**src/rtl/gtmr_pkg.sv**
```systemverilog
package gtmr_pkg;

    typedef enum logic [1:0] {
        CLK_BUS    = 2'd0,
        CLK_DIV_LO = 2'd1,
        CLK_DIV_HI = 2'd2,
        CLK_HBLANK = 2'd3
    } clk_sel_e;

    typedef enum logic [1:0] {
        GM_LOW  = 2'd0,
        GM_RISE = 2'd1,
        GM_FALL = 2'd2,
        GM_BOTH = 2'd3
    } gate_mode_e;

    typedef enum logic [1:0] {
        GS_FREE  = 2'd0,
        GS_LEVEL = 2'd1,
        GS_ARMED = 2'd2,
        GS_RUN   = 2'd3
    } gate_state_e;

    // Stored configuration, bits 9..0 of the mode register (MSB first).
    typedef struct packed {
        logic       ovf_irq_en;
        logic       cmp_irq_en;
        logic       count_en;
        logic       zero_ret;
        gate_mode_e gmode;
        logic       gate_vsel;
        logic       gate_en;
        clk_sel_e   csel;
    } mode_cfg_t;

    localparam int CFG_W   = $bits(mode_cfg_t);
    localparam int BIT_EQF = CFG_W;
    localparam int BIT_OVF = CFG_W + 1;
    localparam int MODE_W  = CFG_W + 2;

    localparam logic [3:0] SLOT_COUNT = 4'd0;
    localparam logic [3:0] SLOT_MODE  = 4'd1;
    localparam logic [3:0] SLOT_COMP  = 4'd2;
    localparam logic [3:0] SLOT_HOLD  = 4'd3;

    localparam int SYNC_HB  = 0;
    localparam int SYNC_VB  = 1;
    localparam int SYNC_CAP = 2;
    localparam int SYNC_N   = 3;

endpackage

```
**src/rtl/gtmr_prescale.sv**
```systemverilog
module gtmr_prescale #(
    parameter int LO_LOG = 4,
    parameter int HI_LOG = 8
) (
    input  logic clk,
    input  logic rst_n,
    output logic tick_lo,
    output logic tick_hi
);
    logic [HI_LOG-1:0] div_q;

    always_ff @(posedge clk or negedge rst_n) begin
        if (!rst_n) begin
            div_q <= '0;
        end else begin
            div_q <= div_q + 1'b1;
        end
    end

    assign tick_lo = &div_q[LO_LOG-1:0];
    assign tick_hi = &div_q;
endmodule

```
**src/rtl/gtmr_sync.sv**
```systemverilog
module gtmr_sync #(
    parameter int STAGES = 2
) (
    input  logic clk,
    input  logic rst_n,
    input  logic async_in,
    output logic level,
    output logic rise,
    output logic fall
);
    logic [STAGES-1:0] chain_q;
    logic              prev_q;

    always_ff @(posedge clk or negedge rst_n) begin
        if (!rst_n) begin
            chain_q <= '0;
            prev_q  <= 1'b0;
        end else begin
            chain_q <= {chain_q[STAGES-2:0], async_in};
            prev_q  <= chain_q[STAGES-1];
        end
    end

    assign level = chain_q[STAGES-1];
    assign rise  = level & ~prev_q;
    assign fall  = ~level & prev_q;
endmodule

```
**src/rtl/gtmr_gate_fsm.sv**
```systemverilog
module gtmr_gate_fsm
    import gtmr_pkg::*;
(
    input  logic        clk,
    input  logic        rst_n,
    input  logic        cfg_load,
    input  logic        load_gate_en,
    input  gate_mode_e  load_gmode,
    input  gate_mode_e  run_gmode,
    input  logic        gate_lvl,
    input  logic        gate_rise,
    input  logic        gate_fall,
    output logic        count_allow,
    output gate_state_e state
);
    gate_state_e state_q, state_d;
    logic        start_edge;

    always_ff @(posedge clk or negedge rst_n) begin
        if (!rst_n) begin
            state_q <= GS_FREE;
        end else begin
            state_q <= state_d;
        end
    end

    always_comb begin
        unique case (run_gmode)
            GM_LOW:  start_edge = 1'b0;
            GM_RISE: start_edge = gate_rise;
            GM_FALL: start_edge = gate_fall;
            GM_BOTH: start_edge = gate_rise | gate_fall;
        endcase
    end

    always_comb begin
        state_d = state_q;
        if (cfg_load) begin
            if (!load_gate_en) begin
                state_d = GS_FREE;
            end else if (load_gmode == GM_LOW) begin
                state_d = GS_LEVEL;
            end else begin
                state_d = GS_ARMED;
            end
        end else begin
            unique case (state_q)
                GS_FREE:  state_d = GS_FREE;
                GS_LEVEL: state_d = GS_LEVEL;
                GS_ARMED: if (start_edge) state_d = GS_RUN;
                GS_RUN:   state_d = GS_RUN;
            endcase
        end
    end

    always_comb begin
        unique case (state_q)
            GS_FREE:  count_allow = 1'b1;
            GS_LEVEL: count_allow = ~gate_lvl;
            GS_ARMED: count_allow = 1'b0;
            GS_RUN:   count_allow = 1'b1;
        endcase
    end

    assign state = state_q;
endmodule

```
**src/rtl/blank_gated_timer.sv**
```systemverilog
module blank_gated_timer
    import gtmr_pkg::*;
#(
    parameter int CNT_W       = 16,
    parameter int ADDR_W      = 8,
    parameter int DATA_W      = 32,
    parameter bit HAS_HOLD    = 1'b1,
    parameter int SYNC_STAGES = 2,
    parameter int DIV_LO_LOG  = 4,
    parameter int DIV_HI_LOG  = 8
) (
    input  logic              clk,
    input  logic              rst_n,
    input  logic [ADDR_W-1:0] bus_addr,
    input  logic              bus_wr,
    input  logic [DATA_W-1:0] bus_wdata,
    output logic [DATA_W-1:0] bus_rdata,
    input  logic              hblank_in,
    input  logic              vblank_in,
    input  logic              capture_in,
    output logic              irq_out
);
    localparam int SLOT_LSB = 4;
    localparam int SLOT_W   = ADDR_W - SLOT_LSB;

    logic [SLOT_W-1:0] slot;
    logic              cnt_wr, mode_wr, comp_wr;
    logic [CNT_W-1:0]  count_q, comp_q, hold_q;
    mode_cfg_t         cfg_q, cfg_in;
    logic              equf_q, ovff_q;
    logic [MODE_W-1:0] mode_view;

    logic [SYNC_N-1:0] sy_lvl, sy_rise, sy_fall;
    logic              tick_lo, tick_hi, src_tick;
    logic              gate_lvl, gate_rise, gate_fall, allow;
    gate_state_e       gate_state;
    logic              step, cmp_hit, eq_set, ov_set;

    // ---------------- bus decode ----------------
    assign slot    = bus_addr[ADDR_W-1:SLOT_LSB];
    assign cnt_wr  = bus_wr && (slot == SLOT_W'(SLOT_COUNT));
    assign mode_wr = bus_wr && (slot == SLOT_W'(SLOT_MODE));
    assign comp_wr = bus_wr && (slot == SLOT_W'(SLOT_COMP));
    assign cfg_in  = mode_cfg_t'(bus_wdata[CFG_W-1:0]);

    // ---------------- input synchronizers ----------------
    logic [SYNC_N-1:0] raw_in;
    assign raw_in[SYNC_HB]  = hblank_in;
    assign raw_in[SYNC_VB]  = vblank_in;
    assign raw_in[SYNC_CAP] = capture_in;

    for (genvar gi = 0; gi < SYNC_N; gi++) begin : g_sync
        gtmr_sync #(.STAGES(SYNC_STAGES)) u_sync (
            .clk      (clk),
            .rst_n    (rst_n),
            .async_in (raw_in[gi]),
            .level    (sy_lvl[gi]),
            .rise     (sy_rise[gi]),
            .fall     (sy_fall[gi])
        );
    end

    // ---------------- tick source ----------------
    gtmr_prescale #(.LO_LOG(DIV_LO_LOG), .HI_LOG(DIV_HI_LOG)) u_pre (
        .clk     (clk),
        .rst_n   (rst_n),
        .tick_lo (tick_lo),
        .tick_hi (tick_hi)
    );

    always_comb begin
        unique case (cfg_q.csel)
            CLK_BUS:    src_tick = 1'b1;
            CLK_DIV_LO: src_tick = tick_lo;
            CLK_DIV_HI: src_tick = tick_hi;
            CLK_HBLANK: src_tick = sy_rise[SYNC_HB];
        endcase
    end

    // ---------------- gate ----------------
    assign gate_lvl  = cfg_q.gate_vsel ? sy_lvl[SYNC_VB]  : sy_lvl[SYNC_HB];
    assign gate_rise = cfg_q.gate_vsel ? sy_rise[SYNC_VB] : sy_rise[SYNC_HB];
    assign gate_fall = cfg_q.gate_vsel ? sy_fall[SYNC_VB] : sy_fall[SYNC_HB];

    gtmr_gate_fsm u_gate (
        .clk          (clk),
        .rst_n        (rst_n),
        .cfg_load     (mode_wr),
        .load_gate_en (cfg_in.gate_en),
        .load_gmode   (cfg_in.gmode),
        .run_gmode    (cfg_q.gmode),
        .gate_lvl     (gate_lvl),
        .gate_rise    (gate_rise),
        .gate_fall    (gate_fall),
        .count_allow  (allow),
        .state        (gate_state)
    );

    // ---------------- counter and flags ----------------
    assign step    = cfg_q.count_en & allow & src_tick & ~cnt_wr;
    assign cmp_hit = (count_q == comp_q);
    assign eq_set  = step & cmp_hit;
    assign ov_set  = step & (&count_q) & ~(cfg_q.zero_ret & cmp_hit);

    always_ff @(posedge clk or negedge rst_n) begin
        if (!rst_n) begin
            count_q <= '0;
        end else if (cnt_wr) begin
            count_q <= bus_wdata[CNT_W-1:0];
        end else if (step) begin
            if (cfg_q.zero_ret && cmp_hit) begin
                count_q <= '0;
            end else begin
                count_q <= count_q + 1'b1;
            end
        end
    end

    always_ff @(posedge clk or negedge rst_n) begin
        if (!rst_n) begin
            cfg_q  <= '0;
            comp_q <= '0;
            equf_q <= 1'b0;
            ovff_q <= 1'b0;
        end else begin
            if (mode_wr) cfg_q  <= cfg_in;
            if (comp_wr) comp_q <= bus_wdata[CNT_W-1:0];
            equf_q <= (equf_q & ~(mode_wr & bus_wdata[BIT_EQF])) | eq_set;
            ovff_q <= (ovff_q & ~(mode_wr & bus_wdata[BIT_OVF])) | ov_set;
        end
    end

    // ---------------- optional hold ----------------
    if (HAS_HOLD) begin : g_hold
        always_ff @(posedge clk or negedge rst_n) begin
            if (!rst_n) begin
                hold_q <= '0;
            end else if (sy_rise[SYNC_CAP]) begin
                hold_q <= count_q;
            end
        end
    end else begin : g_no_hold
        assign hold_q = '0;
    end

    // ---------------- outputs ----------------
    assign mode_view = {ovff_q, equf_q, cfg_q};
    assign irq_out   = (cfg_q.cmp_irq_en & equf_q) | (cfg_q.ovf_irq_en & ovff_q);

    always_comb begin
        bus_rdata = '0;
        case (slot)
            SLOT_W'(SLOT_COUNT): bus_rdata[CNT_W-1:0]  = count_q;
            SLOT_W'(SLOT_MODE):  bus_rdata[MODE_W-1:0] = mode_view;
            SLOT_W'(SLOT_COMP):  bus_rdata[CNT_W-1:0]  = comp_q;
            SLOT_W'(SLOT_HOLD):  bus_rdata[CNT_W-1:0]  = hold_q;
            default:             bus_rdata = '0;
        endcase
    end

    logic unused_bits;
    assign unused_bits = ^{bus_wdata[DATA_W-1:CNT_W], bus_addr[SLOT_LSB-1:0],
                           sy_lvl[SYNC_CAP], sy_fall[SYNC_CAP]};
endmodule

```
**config.mk**
```make
export PLATFORM = sky130hd
export DESIGN_NAME = blank_gated_timer
export DESIGN_NICKNAME = d
export VERILOG_FILES = /design/src/rtl/gtmr_pkg.sv /design/src/rtl/gtmr_prescale.sv /design/src/rtl/gtmr_sync.sv /design/src/rtl/gtmr_gate_fsm.sv /design/src/rtl/blank_gated_timer.sv
export SDC_FILE = /design/constraint.sdc
export NUM_CORES = 1
export LEC_CHECK = 0
export ABC_CLOCK_PERIOD_IN_PS = 1600
export CELL_PAD_IN_SITES_DETAIL_PLACEMENT = 1
export CELL_PAD_IN_SITES_GLOBAL_PLACEMENT = 2
export CORE_MARGIN = 2
export CORE_UTILIZATION = 30
export DETAILED_ROUTE_END_ITERATION = 8
export PLACE_DENSITY_LB_ADDON = 0.05
export SKIP_CTS_REPAIR_TIMING = 1
export SYNTH_ARGS = -nofsm -noshare
export SYNTH_HDL_FRONTEND = slang
export SYNTH_SLANG_ARGS = --single-unit
```
**constraint.sdc**
```tcl
create_clock -name clk -period 1.6 [get_ports clk]
set_input_delay 0.16 -clock clk [delete_from_list [all_inputs] [get_ports clk]]
set_output_delay 0.16 -clock clk [all_outputs]
set_load 0.02 [all_outputs]
```
==> results.json <==
{
  "final.setup.tns_ns": -6.42,
  "wl_per_cell_um": 18.1,
  "vias": 3533,
  "min_path_type": "primary input to asynchronous set/reset pin",
  "setup_ws_ns": -0.461,
  "maxCapViolCount": 0,
  "dp_cells": 691,
  "clk_pin_slew_ns": 0.06,
  "finalHoldViolations": 0,
  "core_area_sq_um": 13700,
  "internal_power_mw": 5.31,
  "p_leak_nw": 2.72,
  "synthDistinctLibCells": 47,
  "switchingPower_mw": 2.66,
  "setup_viol": 18,
  "max_freq_ghz": 0.485,
  "area_growth_pct": 43.3,
  "routed_via_density": 4.95,
  "final_area_sq_um": 5970,
  "met2_usage": 0.300,
  "grtUsageMet1": 0.249,
  "combPwrFrac": 0.388,
  "diodes": 0,
  "gp_congestion": 0.802,
  "synth_edf_count": 0,
  "grt_overflow_total": 0,
  "synth-seq-cells": 79,
  "swShare": 0.334,
  "multiInputGateArea_sq_um": 2130,
  "rsz0062_at_grt": "yes",
  "post-synth-top-count-cell": "dfrtp_1",
  "die_h_um": 122,
  "r2r-start": "count_q[0]",
  "pwr-share-seq": 0.377,
  "critPathMaxFanout": 7,
  "clkSinkCount": 79,
  "htreeDepth": 3,
  "cts-root-buf": "clkbuf_16",
  "yosysTopAreaCellShare": 0.475,
  "whs_ns": 0.244,
  "grt_pass1_wl_um": 20400,
  "dpl.hpwl_um": 9540,
  "synthTopCellsByCount": "dfrtp_1, mux2_2, nand2_1",
  "ys.flop_type": "dfrtp_1",
  "initial_utilization": 0.304,
  "status": "finished, violations left",
  "regArea_sq_um": 1980,
  "synth.largest_area_cell": "dfrtp_1",
  "violations": "setup timing",
  "grt-busiest-layer": "met2",
  "reg2reg_to": "count_q[13]",
  "drc": 0,
  "grt_use_total": 0.185,
  "cts-buffers-inserted": 9,
  "finClkSkew_ns": 0.00591,
  "use_met3": 0.0272,
  "syn_area_sq_um": 4160,
  "postRouteAntennaNets": 0,
  "fin_nets": 582,
  "post-route-period-util": 1.29,
  "die_area_sq_um": 14800,
  "first_global_vias": 3690,
  "irDropWorstVdd_uv": 557,
  "antenna_found_initial": 0,
  "drive_gt1_frac": 0.410,
  "power_mw": 7.97,
  "layout_min_cycle_time_ns": 2.06,
  "wl_um": 13000,
  "arrival_ns": 2.26,
  "critPathKind": "flop to flop",
  "postPlaceCellArea_sq_um": 5470,
  "rr_worst_depth": 7,
  "drt-pass1-iter-count": 4,
  "dr.first_iter.drc_count": 155,
  "synth_top_cells_by_area": "dfrtp_1, mux2_2, a22oi_1",
  "clock_latency_ns": 0.34,
  "ys_seq_area_frac": 0.475,
  "ios": 79,
  "rows": 43,
  "cts_tree": "yes",
  "synthCells": 392,
  "die_w_um": 122,
  "cp.required_ns": 1.80,
  "slew_viol_final": 0,
  "reg2reg_slack_ns": -0.46,
  "worst_setup_path_start_kind": "flop",
  "fillers": 1523,
  "portBuffers": 42,
  "cts_max_path_buffers": 2,
  "ys_async_sr_fraction": 1.00,
  "finalNonFillerCells": 714,
  "synth_warnings": 0,
  "powerDensity_nw_per_um2": 1340,
  "grt_max_degree": 45,
  "p_clk_frac": 0.234,
  "end_kind": "flop",
  "syn_avg_cell_area_sq_um": 10.6
}
[worst max path at each step]
stage,cells past startpoint,slack [ns],endpoint,from
2_1_floorplan,9,-0.19,count_q[15],u_gate.state[1]
3_3_place_gp,8,-0.62,u_gate.state[0],bus_addr[6]
3_5_place_dp,8,-0.65,count_q[13],bus_addr[5]
4_1_cts,8,-0.62,bus_rdata[7],bus_addr[6]
5_1_grt,7,-0.52,count_q[13],count_q[0]
6_report,7,-0.46,count_q[13],count_q[0]
[registers in the layout, indices dropped and copies added, names as in the netlist]
name / cells
cfg_q: 10
comp_q: 16
count_q: 16
equf_q: 1
g_sync.u_sync.chain_q: 6
g_sync.u_sync.prev_q: 3
hold_q: 16
ovff_q: 1
u_gate.state: 2
u_pre.div_q: 8
[per-stage QoR]
step / setup slack [ns] / util
final: -0.461 / 0.435
after global routing: -0.519 / 0.435
after CTS: -0.621 / 0.418
after detailed placement: -0.653 / 0.399
after global placement: -0.618 / 0.399
after floorplan: -0.186 / -
[kinds of logic after synthesis]
kind of cell,count (synthesis),share of synthesized area
mux,45,0.121
fa+ha+maj,6,0.0180
xor+xnor,22,0.0463
flops,79,0.475
other cells,1,0.000901
compound gates,84,0.145
buf+inv,57,0.0739
simple gates,98,0.120
[layout by cell type, fill, tap and decap left out, types with 10 or more instances in the layout]
master and instances:
nor2_1 15, a22oi_1 26, clkdlybuf4s50_1 20, o21ai_1 13, xnor2_1 16, buf_4 98, conb_1 16, inv_1 17
nand4_1 10, nand2_1 38, dfrtp_1 75, mux2_2 43
[critical path: stages (launching register included)]
cell and delay, ns:
dfrtp_2 0.43, xnor2_2 0.24, nand4_1 0.21, nor4_4 0.41
a211oi_2 0.16, buf_4 0.19, a32oi_1 0.16, o21ai_1 0.12
[power by group through the flow]
stage | clock (mW) | sequential [mW] | combinational [mW]
finish | 1.87 | 3.01 | 3.10
global route | 2.02 | 3.09 | 3.39
CTS | 1.95 | 2.99 | 2.85
detailed placement | 0 | 3.02 | 2.83
global placement | 0 | 2.99 | 2.79
floorplan | 0 | 2.92 | 1.52
[metal layers]
layer	routed length (um)	up-vias
met5	0	-
li1	-	1668
met1	6110	1800
met3	370	13
met4	228	0
met2	6250	52
[cell type report]
class                   instances  share of cell area
flip-flops and latches         79               0.332
well taps                     180              0.0377
inverters                      19              0.0120
clock inverters                 1            0.000839
repair buffers                150               0.217
clock buffers                  14              0.0426
multi-input cells             271               0.358
Note: power is estimated with default switching activity, not from simulation.
